### config.mk
export PLATFORM = sky130hd
export DESIGN_NAME = wdt_guard
export DESIGN_NICKNAME = d
export VERILOG_FILES = /design/src/rtl/wdt_guard_pkg.sv /design/src/rtl/wdt_ctl_reg.sv /design/src/rtl/wdt_count.sv /design/src/rtl/wdt_pin_ctl.sv /design/src/rtl/wdt_guard.sv
export SDC_FILE = /design/constraint.sdc
export NUM_CORES = 1
export LEC_CHECK = 0
export CAP_MARGIN = 10
export CORE_UTILIZATION = 45
export CTS_CLUSTER_SIZE = 8
export DETAILED_ROUTE_END_ITERATION = 6
export PLACE_DENSITY_LB_ADDON = 0.25
export SYNTH_ARGS = -nofsm -noshare
export SYNTH_HDL_FRONTEND = slang
export SYNTH_HIERARCHICAL = 1
export SYNTH_SLANG_ARGS = --single-unit
### constraint.sdc
create_clock -name clk -period 2 [get_ports clk]
set_clock_uncertainty 0.1 [all_clocks]
set_input_delay 0.4 -clock clk [delete_from_list [all_inputs] [get_ports clk]]
set_output_delay 0.4 -clock clk [all_outputs]
set_load 0.1 [all_outputs]
### src/rtl/wdt_guard_pkg.sv
package wdt_guard_pkg;
  localparam int          REG_W  = 16;
  localparam logic [7:0]  WR_KEY = 8'h5A;
  localparam logic [7:0]  RD_KEY = 8'h69;

  typedef struct packed {
    logic       hold;
    logic       nmi_fall;
    logic       pin_nmi;
    logic       ivl_mode;
    logic       clr;
    logic       src_slow;
    logic [1:0] tap;
  } wctl_t;
endpackage

### src/rtl/wdt_ctl_reg.sv
module wdt_ctl_reg
  import wdt_guard_pkg::*;
(
  input  logic             clk,
  input  logic             rst_n,
  input  logic             puc_i,
  input  logic             wr_en_i,
  input  logic [REG_W-1:0] wr_data_i,
  output wctl_t            ctl_o,
  output logic             clr_o,
  output logic             key_bad_o
);
  wctl_t ctl_q, ctl_d;
  logic  key_ok, accept;

  always_comb begin
    key_ok    = (wr_data_i[REG_W-1:8] == WR_KEY);
    accept    = wr_en_i & key_ok;
    key_bad_o = wr_en_i & ~key_ok;
    clr_o     = accept & wr_data_i[3];
    ctl_d     = ctl_q;
    if (puc_i) begin
      ctl_d = '0;
    end else if (accept) begin
      ctl_d     = wctl_t'(wr_data_i[7:0]);
      ctl_d.clr = 1'b0;
    end
  end

  always_ff @(posedge clk or negedge rst_n) begin
    if (!rst_n) ctl_q <= '0;
    else        ctl_q <= ctl_d;
  end

  assign ctl_o = ctl_q;
endmodule

### src/rtl/wdt_count.sv
module wdt_count #(
  parameter int CW   = 16,
  parameter int TAP0 = 15,
  parameter int TAP1 = 13,
  parameter int TAP2 = 9,
  parameter int TAP3 = 6
) (
  input  logic          clk,
  input  logic          rst_n,
  input  logic          puc_i,
  input  logic          clr_i,
  input  logic          run_i,
  input  logic [1:0]    tap_i,
  output logic          expire_o,
  output logic [CW-1:0] cnt_o
);
  localparam int NTAP       = 4;
  localparam int TAPS[NTAP] = '{TAP0, TAP1, TAP2, TAP3};

  logic [CW-1:0] mask [NTAP];
  logic [CW-1:0] sel_mask, cnt_q, cnt_d;
  logic          at_tap;

  for (genvar g = 0; g < NTAP; g++) begin : g_mask
    assign mask[g] = CW'((64'd1 << TAPS[g]) - 64'd1);
  end

  always_comb begin
    sel_mask = mask[tap_i];
    at_tap   = ((cnt_q & sel_mask) == sel_mask);
    expire_o = run_i & at_tap & ~clr_i & ~puc_i;
    cnt_d    = cnt_q;
    if (puc_i || clr_i)  cnt_d = '0;
    else if (expire_o)   cnt_d = '0;
    else if (run_i)      cnt_d = cnt_q + 1'b1;
  end

  always_ff @(posedge clk or negedge rst_n) begin
    if (!rst_n) cnt_q <= '0;
    else        cnt_q <= cnt_d;
  end

  assign cnt_o = cnt_q;
endmodule

### src/rtl/wdt_pin_ctl.sv
module wdt_pin_ctl (
  input  logic clk,
  input  logic rst_n,
  input  logic pin_i,
  input  logic pin_nmi_i,
  input  logic nmi_fall_i,
  output logic pin_reset_o,
  output logic nmi_o
);
  logic pin_q;
  logic rise, fall;

  always_comb begin
    rise        = pin_i & ~pin_q;
    fall        = ~pin_i & pin_q;
    pin_reset_o = ~pin_nmi_i & ~pin_i;
    nmi_o       = pin_nmi_i & (nmi_fall_i ? fall : rise);
  end

  always_ff @(posedge clk or negedge rst_n) begin
    if (!rst_n) pin_q <= 1'b1;
    else        pin_q <= pin_i;
  end
endmodule

### src/rtl/wdt_guard.sv
module wdt_guard
  import wdt_guard_pkg::*;
#(
  parameter int CW = 16
) (
  input  logic             clk,
  input  logic             rst_n,
  input  logic             puc_i,
  input  logic             fast_tick_i,
  input  logic             slow_tick_i,
  input  logic             wr_en_i,
  input  logic [REG_W-1:0] wr_data_i,
  output logic [REG_W-1:0] rd_data_o,
  input  logic             irq_en_i,
  input  logic             irq_ack_i,
  input  logic             pin_i,
  output logic             sys_rst_req_o,
  output logic             flag_o,
  output logic             irq_o,
  output logic             nmi_o,
  output logic             pin_reset_o
);
  wctl_t         ctl;
  logic          clr, key_bad, tick, run, expire;
  logic [CW-1:0] cnt_w;
  logic          flag_q, flag_d, rq_q, rq_d;

  wdt_ctl_reg u_ctl (
    .clk(clk), .rst_n(rst_n), .puc_i(puc_i), .wr_en_i(wr_en_i),
    .wr_data_i(wr_data_i), .ctl_o(ctl), .clr_o(clr), .key_bad_o(key_bad)
  );

  always_comb begin
    tick = ctl.src_slow ? slow_tick_i : fast_tick_i;
    run  = tick & ~ctl.hold;
  end

  wdt_count #(.CW(CW)) u_cnt (
    .clk(clk), .rst_n(rst_n), .puc_i(puc_i), .clr_i(clr), .run_i(run),
    .tap_i(ctl.tap), .expire_o(expire), .cnt_o(cnt_w)
  );

  wdt_pin_ctl u_pin (
    .clk(clk), .rst_n(rst_n), .pin_i(pin_i), .pin_nmi_i(ctl.pin_nmi),
    .nmi_fall_i(ctl.nmi_fall), .pin_reset_o(pin_reset_o), .nmi_o(nmi_o)
  );

  always_comb begin
    rq_d   = key_bad | (expire & ~ctl.ivl_mode);
    flag_d = flag_q;
    if (key_bad || expire) flag_d = 1'b1;
    else if (irq_ack_i)    flag_d = 1'b0;
  end

  always_ff @(posedge clk or negedge rst_n) begin
    if (!rst_n) begin
      flag_q <= 1'b0;
      rq_q   <= 1'b0;
    end else begin
      flag_q <= flag_d;
      rq_q   <= rq_d;
    end
  end

  assign rd_data_o     = {RD_KEY, ctl};
  assign sys_rst_req_o = rq_q;
  assign flag_o        = flag_q;
  assign irq_o         = flag_q & irq_en_i & ctl.ivl_mode;
endmodule

==> flow_metrics.env, run 1 <==
export IMPL_clock_fmax_mhz=515
export IMPL_cts_tree="yes"
export IMPL_worstSkewPairLatency_ps=310
export IMPL_finalHoldViolCount=0
export IMPL_overflow=0
export IMPL_category_of_the_most_critical_setup_path="reg -> reg"
export IMPL_wl_per_cell_um=12.7
export IMPL_critPathCaptureType="register"
export IMPL_timing_final_crit_period_ps=1940
export IMPL_drc=0
export IMPL_num_vias=1359
export IMPL_p_leak_nw=0.934
export IMPL_grt_antenna_before_repair=0
export IMPL_via_per_instance_ratio=5.27
export IMPL_synth_area_sq_mm=0.00156
export IMPL_io_pins=46
export IMPL_drt_pre_antenna_iters=4
export IMPL_dieWidth_um=60.9
export IMPL_finalCritPeriodShare=0.972
export IMPL_maxSlewViolCount=0
export IMPL_cts_reportedPaths_clkPinSlew_ps=130
export IMPL_cts_htree_levels=1
export IMPL_y_dimension_of_the_die_um=60.9
export IMPL_synthCells=167
export IMPL_grt_busiest_layer="met2"
export IMPL_design_die_area_sq_mm=0.00371
export IMPL_fin_nets=239
export IMPL_placedCellCount=252
export IMPL_globalplace_congestion=0.866
export IMPL_worst_ep_required_time_ps=2150
export IMPL_power_density_mw_per_mm2=472
export IMPL_final_cells=258
export IMPL_critical_path_peak_fanout=4
export IMPL_power_total_mw=1.02
export IMPL_final_fill_count=277
export IMPL_grt_usage=0.196
export IMPL_finish_instance_area_sq_mm=0.00217
export IMPL_effective_utilization_at_floorplan=0.468
export IMPL_first_pass_grt_wire_length_um=5460
export IMPL_insertedDiodeCount=0
export IMPL_final_common_cell="sky130_fd_sc_hd__dfrtp_1"
export IMPL_postPlaceCellArea_sq_mm=0.00211
export IMPL_finish_utilization=0.649
export IMPL_num_rows=21
export IMPL_peak_ir_drop_on_the_vdd_network_mv=0.285
export IMPL_synthesis_yosys_warnings=6
export IMPL_hpwl_dp_um=2600
export IMPL_first_global_vias=1293
export IMPL_kind_of_start_point_of_the_critical_path="register"
export IMPL_grt_max_degree=26
export IMPL_min_delay_path_class="in -> async"
export IMPL_detailedRoute_firstIterationViolations=65
export IMPL_port_buffers=36
export IMPL_clkSinkCount=25
export IMPL_setup_viol=0
export IMPL_core_region_area_sq_mm=0.00334
export IMPL_syn_avg_cell_area_sq_um=9.36
export IMPL_layout_cells_most_common_list="sky130_fd_sc_hd__dfrtp_1, sky130_fd_sc_hd__clkdlybuf4s50_1, sky130_fd_sc_hd__nand2b_1"
export IMPL_cts_inserted_buffers=3
export IMPL_clk_path_buf_depth=2
export IMPL_wl_um=3270
export IMPL_grtUsageMet2=0.341
export IMPL_status="complete, no violations"
export IMPL_fin_hold_ws_ps=332
export IMPL_layout_drive_gt1_share=0.259
export IMPL_syn2layout_area_growth_pct=38.6
export IMPL_rsz0062_at_grt="true"
export IMPL_use_met1=0.249
export IMPL_clockRootBuffer="sky130_fd_sc_hd__clkbuf_4"
export IMPL_grtUsageMet3=0.0533
export IMPL_worst_endpoint_arrival_ps=2100
export IMPL_maxCapViolCount=0
export IMPL_cts_hold_buffers_added=0
export IMPL_antenna_violating_nets_post_route=0
## repair_timing
item,in CTS,in global routing
gates resized for setup,9,3
buffers inserted,1,1
pin swaps,6,5
hold endpoints to repair,0,0
endpoints found under the setup margin,11,11
## through the flow
step                TNS (ps)  setup WS [ps]
finish                     0           56.7
global route            -177          -54.5
CTS                        0           18.1
detailed placement     -5960           -477
global placement       -5060           -421
floorplan               -497           -132
## where the power goes
part / switching, mW / internal, mW / total (mW)
logic: 0.161 / 0.0959 / 0.257
registers: 0.0194 / 0.523 / 0.542
clock network: 0.145 / 0.0780 / 0.223
total: 0.325 / 0.697 / 1.02
## final cells by class
cell class	instances	area [sq um]	share of cell area
tap	46	57.6	0.0266
clock buffer	4	26.3	0.0121
sequential	25	638	0.295
multi-input combinational	128	862	0.398
inverter	6	22.5	0.0104
timing repair buffer	49	559	0.258
## sequential cells by signal (all words and copies together) (netlist names)
signal,count
flag_o,1
sys_rst_req_o,1
u_cnt/cnt_o,15
u_ctl/ctl_o,7
u_pin/pin_q,1
## path summary, 6_finish.rpt
| path | end | startpoint | cells past startpoint | slack, ps |
|---|---|---|---|---|
| setup / recovery | u_cnt/cnt_o[8]$_DFFE_PN0P_ | u_ctl/ctl_o[2]$_DFFE_PN0P_ | 6 | 60 |
| hold / removal | u_cnt/cnt_o[0]$_DFFE_PN0P_ | rst_n | 2 | 330 |
| setup reg to reg | u_cnt/cnt_o[8]$_DFFE_PN0P_ | u_ctl/ctl_o[2]$_DFFE_PN0P_ | 6 | 60 |
| hold reg to reg | u_cnt/cnt_o[13]$_DFFE_PN0P_ | u_cnt/cnt_o[13]$_DFFE_PN0P_ | 1 | 460 |
| max in group asynchronous | u_pin/pin_q$_DFF_PN1_ | rst_n | 2 | 1180 |
| min in group clk | u_pin/pin_q$_DFF_PN1_ | pin_i | 1 | 460 |
## critical path, cell delays in order, from the launching register on
cell,delay (ps)
sky130_fd_sc_hd__dfrtp_4,500
sky130_fd_sc_hd__mux2i_1,140
sky130_fd_sc_hd__nor2_2,190
sky130_fd_sc_hd__nor3b_4,240
sky130_fd_sc_hd__o21ai_2,100
sky130_fd_sc_hd__or4b_1,480
sky130_fd_sc_hd__o21ai_1,130
## metal layers
metal / wire [um] / up-vias / part of all wire
li1: - / 658 / -
met1: 1410 / 640 / 0.43
met2: 1660 / 59 / 0.51
met3: 198 / 2 / 0.060
met4: 7 / 0 / 0.0021
met5: 0 / - / 0
Note: power is estimated with default switching activity, not from simulation.
==> run 2: changes to the inputs <==
--- a/config.mk
+++ b/config.mk
@@ -7,8 +7,10 @@
 export LEC_CHECK = 0
 export CAP_MARGIN = 10
 export CORE_UTILIZATION = 45
+export CTS_BUF_LIST = sky130_fd_sc_hd__clkbuf_8
 export CTS_CLUSTER_SIZE = 8
 export DETAILED_ROUTE_END_ITERATION = 6
+export DONT_BUFFER_PORTS = 1
 export PLACE_DENSITY_LB_ADDON = 0.25
 export SYNTH_ARGS = -nofsm -noshare
 export SYNTH_HDL_FRONTEND = slang
==> constraint.sdc (replaced) <==
create_clock -name clk -period 2 [get_ports clk]
set_clock_uncertainty 0.1 [all_clocks]
set_input_delay 0.4 -clock clk [delete_from_list [all_inputs] [get_ports clk]]
set_output_delay 0.4 -clock clk [all_outputs]
set_load 0.05 [all_outputs]
==> flow_metrics.env, run 2 (synthesis gave the netlist of run 1 again) <==
export IMPL_critical_path_peak_fanout=4
export IMPL_num_rows=21
export IMPL_final_common_cell="sky130_fd_sc_hd__dfrtp_1"
export IMPL_clock_fmax_mhz=514
export IMPL_cts_tree="yes"
export IMPL_total_switching_power_uw=283
export IMPL_drc=0
export IMPL_grt_usage=0.187
export IMPL_num_vias=1224
export IMPL_hpwl_dp_um=2270
export IMPL_first_global_vias=1187
export IMPL_grt_antenna_before_repair=0
export IMPL_clk_path_buf_depth=2
export IMPL_globalplace_congestion=0.837
export IMPL_netSwitchingFraction=0.284
export IMPL_wl_um=3030
export IMPL_min_delay_path_class="in -> reg"
export IMPL_clkPwrFrac=0.305
export IMPL_y_dimension_of_the_die_um=60.9
export IMPL_effective_utilization_at_floorplan=0.468
export IMPL_syn2layout_area_growth_pct=13.8
export IMPL_cts_htree_levels=1
export IMPL_layout_drive_gt1_share=0.217
export IMPL_p_seq_frac=0.552
export IMPL_drt_pre_antenna_iters=4
export IMPL_finalCritPeriodShare=0.974
export IMPL_cts_inserted_buffers=3
export IMPL_library_cell_contributing_the_largest_single_delay_on_the_critical_path="sky130_fd_sc_hd__dfrtp_2"
export IMPL_finish_instance_area_sq_mm=0.00178
export IMPL_critPathCaptureType="register"
export IMPL_cp_common_cell="sky130_fd_sc_hd__o21ai_2"
export IMPL_first_pass_grt_wire_length_um=5170
export IMPL_rsz0062_at_grt="true"
export IMPL_timing_critical_path_max_delay_family="simple AND/OR/NAND/NOR gates"
export IMPL_power_frac_comb=0.143
export IMPL_fin_nets=211
export IMPL_worstPathBufferInverterCount=1
export IMPL_finalHoldViolCount=0
export IMPL_cp_slowest_stage_delay_ps=430
export IMPL_clockRootBuffer="sky130_fd_sc_hd__clkbuf_8"
export IMPL_worst_endpoint_arrival_ps=2040
export IMPL_antenna_violating_nets_post_route=0
export IMPL_final_fill_count=318
export IMPL_timing_final_crit_period_ps=1950
export IMPL_core_region_area_sq_mm=0.00334
export IMPL_io_pins=46
export IMPL_grt_max_degree=26
export IMPL_overflow=0
export IMPL_detailedRoute_firstIterationViolations=47
export IMPL_via_per_instance_ratio=5.32
export IMPL_final_cells=230
export IMPL_port_buffers=0
export IMPL_category_of_the_most_critical_setup_path="reg -> reg"
export IMPL_kind_of_start_point_of_the_critical_path="register"
export IMPL_layout_cells_most_common_list="sky130_fd_sc_hd__dfrtp_1, sky130_fd_sc_hd__buf_4, sky130_fd_sc_hd__nand2_1, sky130_fd_sc_hd__nand2b_1, sky130_fd_sc_hd__nor2_1"
export IMPL_power_total_uw=996
export IMPL_placedCellCount=220
export IMPL_power_density_mw_per_mm2=560
export IMPL_postPlaceCellArea_sq_mm=0.00166
export IMPL_cts_reportedPaths_clkPinSlew_ps=90
export IMPL_worst_ep_required_time_ps=2100
export IMPL_maxCapViolCount=0
export IMPL_largest_reg_flops=15
export IMPL_peak_ir_drop_on_the_vdd_network_mv=0.252
export IMPL_maxSlewViolCount=0
export IMPL_status="complete, no violations"
export IMPL_fin_hold_ws_ps=21.3
export IMPL_wl_per_cell_um=13.2
export IMPL_crit_chain="mux2i_2 > nor2_2 > nor3b_4 > o21ai_2 > o21ai_2 > buf_4 > or2b_1 > a31oi_1"
export IMPL_clkSinkCount=25
export IMPL_insertedDiodeCount=0
export IMPL_worstSkewPairLatency_ps=270
export IMPL_setup_viol=0
export IMPL_fin_setup_tns_ps=0
export IMPL_p_leak_nw=0.806
export IMPL_design_die_area_sq_mm=0.00371
export IMPL_p_int_uw=714
export IMPL_dieWidth_um=60.9
## run 2: changes by cell type in the layout (fill, tap and decap cells not counted), sizes merged
cell	previous run	this run
dlygate4sd2	8	0
inv	6	7
clkbuf	4	3
clkdlybuf4s50	16	0
buf	25	20
dlygate4sd3	0	1
## run 2: layer usage
metal  vias to the layer above  GRT usage  wire, um
met5                         -          0         0
met1                       576      0.244      1420
met2                        41      0.306      1460
met4                         0     0.0779        29
met3                         4     0.0320       125
li1                        603          -         -
## run 2: layout make-up
cell class                 instances  area [sq um]  area share
multi-input combinational        128           848       0.477
sequential                        25           628       0.353
timing repair buffer              21           176      0.0992
tap                               46          57.6      0.0324
clock buffer                       3          41.3      0.0232
inverter                           6          22.5      0.0127
clock inverter                     1          3.75     0.00211
## run 2: worst reg2reg max path, stage by stage (launching register included)
cell	delay, ps
sky130_fd_sc_hd__dfrtp_2	430
sky130_fd_sc_hd__mux2i_2	150
sky130_fd_sc_hd__nor2_2	170
sky130_fd_sc_hd__nor3b_4	230
sky130_fd_sc_hd__o21ai_2	110
sky130_fd_sc_hd__o21ai_2	220
sky130_fd_sc_hd__buf_4	140
sky130_fd_sc_hd__or2b_1	210
sky130_fd_sc_hd__a31oi_1	110
## run 2: worst paths after layout
path / cells after the start / start / slack, ps / endpoint
worst max-delay path: 8 / u_ctl/ctl_o[2]$_DFFE_PN0P_ / 50 / u_cnt/cnt_o[3]$_DFFE_PN0P_
worst min-delay path: 0 / pin_i / 20 / u_pin/pin_q$_DFF_PN1_
worst max register to register: 8 / u_ctl/ctl_o[2]$_DFFE_PN0P_ / 50 / u_cnt/cnt_o[3]$_DFFE_PN0P_
worst min register to register: 1 / u_cnt/cnt_o[13]$_DFFE_PN0P_ / 450 / u_cnt/cnt_o[13]$_DFFE_PN0P_
max in group asynchronous: 2 / rst_n / 1110 / u_pin/pin_q$_DFF_PN1_
min in group asynchronous: 2 / rst_n / 460 / u_cnt/cnt_o[9]$_DFFE_PN0P_
## run 2: per-stage QoR
step           worst slack, ps  utilization
2_1_floorplan             -132            -
3_3_place_gp              4.67        0.496
3_5_place_dp             -50.7        0.496
4_1_cts                   26.8        0.519
5_1_grt                  -79.6        0.533
6_report                  52.6        0.533
## run 2: power by group through the flow
stage                     Sequential (mW)  Combinational, mW  Clock, mW
after floorplan                     0.555              0.118          0
after global placement              0.559              0.115          0
after detailed placement            0.559              0.117          0
after CTS                           0.549              0.135      0.313
after global routing                0.552              0.156      0.339
final                               0.550              0.142      0.304
## run 2: repair_timing
| item | CTS | global route |
|---|---|---|
| hold endpoints to repair | 25 | 0 |
| setup endpoints to repair | 0 | 9 |
| hold buffers | 2 | 0 |
| resized for setup | 0 | 4 |
| buffers inserted | 0 | 4 |
